## src/rtl/pwrsup_pkg.sv

```systemverilog
package pwrsup_pkg;

  typedef enum logic [1:0] {
    ST_HOLD    = 2'd0,
    ST_RECOVER = 2'd1,
    ST_RUN     = 2'd2
  } supState_t;

  // Strobes from control to datapath
  typedef struct packed {
    logic qualClr;
    logic qualInc;
    logic recClr;
    logic recInc;
  } supStrobe_t;

  // Status returned by the datapath
  typedef struct packed {
    logic qualDone;
    logic recDone;
  } supStatus_t;

endpackage

```

## src/rtl/pwrsup_sync.sv

```systemverilog
module pwrsup_sync #(
  parameter int               WIDTH   = 2,
  parameter int               STAGES  = 2,
  parameter logic [WIDTH-1:0] RST_VAL = '0
) (
  input  logic             clk,
  input  logic             rstN,
  input  logic [WIDTH-1:0] asyncIn,
  output logic [WIDTH-1:0] syncOut
);

  logic [WIDTH-1:0] stage [STAGES];

  genvar g;
  generate
    for (g = 0; g < STAGES; g++) begin : g_stage
      if (g == 0) begin : g_first
        always_ff @(posedge clk or negedge rstN) begin
          if (!rstN) stage[g] <= RST_VAL;
          else       stage[g] <= asyncIn;
        end
      end else begin : g_next
        always_ff @(posedge clk or negedge rstN) begin
          if (!rstN) stage[g] <= RST_VAL;
          else       stage[g] <= stage[g-1];
        end
      end
    end
  endgenerate

  assign syncOut = stage[STAGES-1];

endmodule

```

## src/rtl/pwrsup_ctrl.sv

```systemverilog
module pwrsup_ctrl
  import pwrsup_pkg::*;
(
  input  logic       clk,
  input  logic       rstN,
  input  logic       pwrOk,
  input  logic       mrLow,
  input  supStatus_t stat,
  output supStrobe_t strb,
  output logic       rstOutN
);

  supState_t state, stateNxt;
  logic      resetCause;

  assign resetCause = !pwrOk || stat.qualDone;

  always_comb begin
    stateNxt = state;
    case (state)
      ST_HOLD:    if (!resetCause) stateNxt = ST_RECOVER;
      ST_RECOVER: begin
        if (resetCause)        stateNxt = ST_HOLD;
        else if (stat.recDone) stateNxt = ST_RUN;
      end
      ST_RUN:     if (resetCause) stateNxt = ST_HOLD;
      default:    stateNxt = ST_HOLD;
    endcase
  end

  always_ff @(posedge clk or negedge rstN) begin
    if (!rstN) state <= ST_HOLD;
    else       state <= stateNxt;
  end

  always_comb begin
    strb.qualClr = !mrLow;
    strb.qualInc = mrLow && !stat.qualDone;
    strb.recClr  = (state != ST_RECOVER) || resetCause;
    strb.recInc  = (state == ST_RECOVER) && !resetCause;
  end

  assign rstOutN = (state == ST_RUN);

  // an invalid supply forces reset on the next cycle
  p_pwr_bad_holds_r1: assert property (@(posedge clk) disable iff (!rstN)
    !pwrOk |=> !rstOutN);

  // reset is released only when the recovery counter has expired
  p_release_on_done_r2: assert property (@(posedge clk) disable iff (!rstN)
    $rose(rstOutN) |-> $past(stat.recDone));

  // without a qualified request and with a valid supply, reset is not asserted
  p_no_glitch_reset_r4: assert property (@(posedge clk) disable iff (!rstN)
    (rstOutN && pwrOk && !stat.qualDone) |=> rstOutN);

  // a qualified request that is still held keeps reset asserted
  p_held_request_r10: assert property (@(posedge clk) disable iff (!rstN)
    (mrLow && stat.qualDone) |=> !rstOutN);

endmodule

```

## src/rtl/pwrsup_dpath.sv

```systemverilog
module pwrsup_dpath
  import pwrsup_pkg::*;
#(
  parameter int QUAL_CYC = 10,
  parameter int REC_CYC  = 5_000_000
) (
  input  logic       clk,
  input  logic       rstN,
  input  supStrobe_t strb,
  input  logic       pwrOk,
  input  logic       hostCeN,
  output supStatus_t stat,
  output logic       sramCeN
);

  localparam int QW = $clog2(QUAL_CYC + 1);
  localparam int RW = $clog2(REC_CYC + 1);

  logic [QW-1:0] qualCnt;
  logic [RW-1:0] recCnt;

  always_ff @(posedge clk or negedge rstN) begin
    if (!rstN)             qualCnt <= '0;
    else if (strb.qualClr) qualCnt <= '0;
    else if (strb.qualInc) qualCnt <= qualCnt + QW'(1);
  end

  always_ff @(posedge clk or negedge rstN) begin
    if (!rstN)            recCnt <= '0;
    else if (strb.recClr) recCnt <= '0;
    else if (strb.recInc) recCnt <= recCnt + RW'(1);
  end

  assign stat.qualDone = (qualCnt == QW'(QUAL_CYC));
  assign stat.recDone  = (recCnt == RW'(REC_CYC - 1));

  // Write-protect gate: combinational pass-through when the supply is valid
  assign sramCeN = hostCeN | ~pwrOk;

  // every counting run of the recovery counter starts from zero
  p_count_from_zero_r5: assert property (@(posedge clk) disable iff (!rstN)
    (strb.recInc && !$past(strb.recInc)) |-> (recCnt == '0));

  // with the supply valid, the host enable reaches the RAM unchanged
  always_comb begin
    if (rstN && pwrOk)
      p_ce_follow_r8: assert (sramCeN == hostCeN);
  end

endmodule

```

## src/rtl/pwr_supervisor.sv

```systemverilog
module pwr_supervisor
  import pwrsup_pkg::*;
#(
  parameter int QUAL_CYC    = 10,
  parameter int REC_CYC     = 5_000_000,
  parameter int SYNC_STAGES = 2
) (
  input  logic clk,
  input  logic rstN,
  input  logic pwrOkRaw,
  input  logic mrReqN,
  input  logic hostCeN,
  output logic rstOutN,
  output logic sramCeN
);

  logic [1:0] syncVec;
  logic       pwrOk;
  logic       mrLow;
  supStrobe_t strb;
  supStatus_t stat;

  // Bit 1: manual request (idle 1), bit 0: supply valid (reset 0)
  pwrsup_sync #(
    .WIDTH  (2),
    .STAGES (SYNC_STAGES),
    .RST_VAL(2'b10)
  ) u_sync (
    .clk    (clk),
    .rstN   (rstN),
    .asyncIn({mrReqN, pwrOkRaw}),
    .syncOut(syncVec)
  );

  assign pwrOk = syncVec[0];
  assign mrLow = !syncVec[1];

  pwrsup_ctrl u_ctrl (
    .clk    (clk),
    .rstN   (rstN),
    .pwrOk  (pwrOk),
    .mrLow  (mrLow),
    .stat   (stat),
    .strb   (strb),
    .rstOutN(rstOutN)
  );

  pwrsup_dpath #(
    .QUAL_CYC(QUAL_CYC),
    .REC_CYC (REC_CYC)
  ) u_dpath (
    .clk    (clk),
    .rstN   (rstN),
    .strb   (strb),
    .pwrOk  (pwrOk),
    .hostCeN(hostCeN),
    .stat   (stat),
    .sramCeN(sramCeN)
  );

  // a supply flag that has been low for three edges deselects the RAM
  p_ce_blocked_r7: assert property (@(posedge clk) disable iff (!rstN)
    (!pwrOkRaw && !$past(pwrOkRaw) && !$past(pwrOkRaw, 2)) |-> sramCeN);

endmodule

```

## config.mk

```make
export PLATFORM = sky130hd
export DESIGN_NAME = pwr_supervisor
export DESIGN_NICKNAME = d
export VERILOG_FILES = /design/src/rtl/pwrsup_pkg.sv /design/src/rtl/pwrsup_sync.sv /design/src/rtl/pwrsup_ctrl.sv /design/src/rtl/pwrsup_dpath.sv /design/src/rtl/pwr_supervisor.sv
export SDC_FILE = /design/constraint.sdc
export NUM_CORES = 1
export LEC_CHECK = 0
export ABC_AREA = 1
export BUFFER_PORTS_ARGS = -buffer_cell sky130_fd_sc_hd__buf_2
export CELL_PAD_IN_SITES_DETAIL_PLACEMENT = 1
export CELL_PAD_IN_SITES_GLOBAL_PLACEMENT = 1
export CORE_ASPECT_RATIO = 1.4
export CORE_MARGIN = 5
export CORE_UTILIZATION = 45
export DETAILED_ROUTE_END_ITERATION = 7
export GPL_TIMING_DRIVEN = 1
export PLACE_DENSITY = 0.87
export RECOVER_POWER = 100
export SYNTH_ARGS = -nofsm -noshare
export SYNTH_HDL_FRONTEND = slang
export SYNTH_HIERARCHICAL = 1
export SYNTH_SLANG_ARGS = --single-unit
```

## constraint.sdc

```tcl
create_clock -name clk -period 2.5 [get_ports clk]
set_clock_uncertainty 0.2 [all_clocks]
set_input_delay 0.25 -clock clk [delete_from_list [all_inputs] [get_ports clk]]
set_output_delay 0.25 -clock clk [all_outputs]
set_load 0.05 [all_outputs]
```

==> metrics.txt <==
outcome complete, no violations; Hold Vio Cnt, Final 0; Largest stage delay, worst path about 390 ps; vias after detailed routing between 1500 and 2000; WL met3 ~100 um; FF-to-FF path depth 15; Mapped Cells 253; Relative slew margins 44.8%; PD cells 508 nW/um2; Hold Path Depth 0; worst slew pin tran 828 ps; max-capacitance violation count 0; Post-Syn Area per Cell between 7 and 8 um2; CTS tree built; Overall Global Routing Usage roughly a fifth; Post-DP Area slightly below 2000 um2; final WL around 4.8 mm; fraction of registers with async set/reset between 90% and 100%; Slowest cell on crit path dfrtp_1; clock buffer depth 2; M1 WL 1.88 mm; IO Port Bufs 6; Yosys warnings 6; hold slack ~150 ps; launch point of the worst reg-to-reg path u_dpath/qualCnt[0]; pin count of the biggest net entering global routing 34; fin area 2110 um2; final non-filler cell total 314; Max FO, Critical Path 7; Initial Util between 40% and 50%; fin crit share 95.8%; DR iter-0 viols 40; CP Capture Type register; CORE AREA approximately 4000 um2; total leakage power ~0.00090 uW; placed cells 299; setup TNS 0 ps; clk sinks 33; die height 86.1 um; Final ANT Viol Nets 0; total die area between 5000 and 6000 um2; commonest non-fill, non-tap cell in the layout nand2_1; Max Clk Rate around 420 MHz; GPL Wtd Cong 0.805; drt wl/cell around 15 um; Pre-antenna DRT Iters 4; CP Cell Sequence inv_1 > ha_1 > nand2_1 > nor2_1 > inv_1 > nand2_1 > nor3_4 > buf_4 > nor2_4 > nor2_1 > nand2_1 > nor2_2 > nand3_1 > nand2_1 > nor2_1; Post-synth EDFFs 0; Crit Path Category register to register; Slew Viols, Final 0; clock-pin slew on the worst setup and hold paths ~70 ps; Horiz. Die Dim between 60 and 70 um; Min-Delay Path Class register to register; ant diodes 0; clock root cell clkbuf_8; Total Nets Final 278; RSZ-0062 raised after global routing yes; Netlist Area Pre-Place ~1900 um2; met2 wire len roughly 2.7 mm; Worst Path Required 2480 ps; final setup fails 0; vias in the first global route 1777; I/O Pins 7; most frequent cells in the layout nand2_1 (59), nor2_1 (46), dfrtp_1 (31); top sig layer met4; worst r2r dst u_dpath/recCnt[19]; FILL cells 532; register area share after synthesis about 44%; routed vias/inst ~5.4; arrival time at the worst endpoint ~2400 ps; prevailing post-synth register cell dfrtp_1; crit path launch u_dpath/qualCnt[0]; DP Wirelength roughly 3.5 mm; Overflow after GRT 0; Worst-Skew Late Latency 290 ps; share of cells above drive strength 1 around 15%; CTS Buf Count 5; area grow syn2layout 13.1%; Worst setup endpoint u_dpath/recCnt[19]; # rows 27; CTS HTree Levels 2; fin crit period between 2000 and 2500 ps; flops & latches, synth 33; Synth cell types 25; FF-to-FF setup slack about 100 ps; syn nets between 200 and 300; worst vdd ir between 0.0003 and 0.0004 V; crit-path most repeated cell nand2_1; antenna violations before repair 0; global-route wire length before repair 8.17 mm; worst hold start u_sync/stage[2]; DRC violations left 0; CP Launch Type register
-- cell families after synthesis --
logic type,count (synthesis),synth area share (%)
AOI/OAI and AO/OA,27,8.00
xor gates and xnor gates,1,0.471
adders and majority gates,3,2.02
buffers and inverters,36,7.93
DFF,33,44.5
and+or+nand+nor,153,37.1
-- synthesized netlist by cell type, types with 3 or more instances --
cell	instances	area, um2
nand2_1	60	225
nor2_1	50	188
ha_1	3	37.5
nor3b_1	3	22.5
dfrtp_1	31	776
inv_1	27	101
nand2_2	3	18.8
a21oi_1	16	80.1
nand3_1	21	105
nor3_1	3	15.0
buf_4	3	22.5
nor2_4	5	56.3
o21ai_0	7	35.0
nand4_1	4	25.0
inv_2	4	15.0
-- power breakdown --
| group | switching (uW) | internal, uW |
|---|---|---|
| clock | 200 | 249 |
| combinational | 44.9 | 25.4 |
| sequential | 6.61 | 543 |
| total | 251 | 818 |
-- through the flow --
step / setup WS, ps / total power [uW] / util [%]
4_1_cts: 149 / 1080 / 51.7
3_3_place_gp: 251 / 619 / 48.4
5_1_grt: -82.6 / 1120 / 52.8
6_report: 105 / 1070 / 52.8
3_5_place_dp: 156 / 621 / 48.4
2_1_floorplan: 512 / 599 / -
-- final cells by class --
class,count,area [um2],area share (%)
multi-input combinational,184,903,42.9
sequential,33,828,39.3
inverter,31,116,5.53
timing repair buffer,15,103,4.87
clock buffer,7,96.3,4.58
tap,43,53.8,2.55
clock inverter,1,5.00,0.238
-- timing repair --
item | in CTS | in global routing
hold endpoints to repair | 33 | 0
buffers inserted | 0 | 4
hold buffers | 3 | 0
gates resized for setup | 0 | 6
endpoints found under the setup margin | 0 | 13
-- registers in the layout, indices dropped and copies added (netlist names) --
| name | count |
|---|---|
| u_ctrl/state | 2 |
| u_dpath/qualCnt | 4 |
| u_dpath/recCnt | 23 |
| u_sync/stage | 2 |
| u_sync/syncOut | 2 |
-- how the worst min path moves through the flow --
stage	to
after global routing	u_sync/syncOut[1]
after floorplan	u_ctrl/state[0]
after CTS	u_sync/syncOut[0]
after global placement	u_sync/syncOut[0]
final	u_sync/syncOut[0]
after detailed placement	u_sync/syncOut[0]
-- routing by layer --
layer  vias up  global-route usage (%)
met3         8                    4.46
met4         0                    6.73
met1       841                    20.1
met5         -                       0
met2        20                    36.4
li1        828                       -
-- worst max-delay path, delay by kind of cell (launching register included) --
kind,cells,cell delay [ps]
simple gates,11,1180
flops,1,390
buf+inv,3,330
fa+ha+maj,1,180
Note: power is estimated with default switching activity, not from simulation.
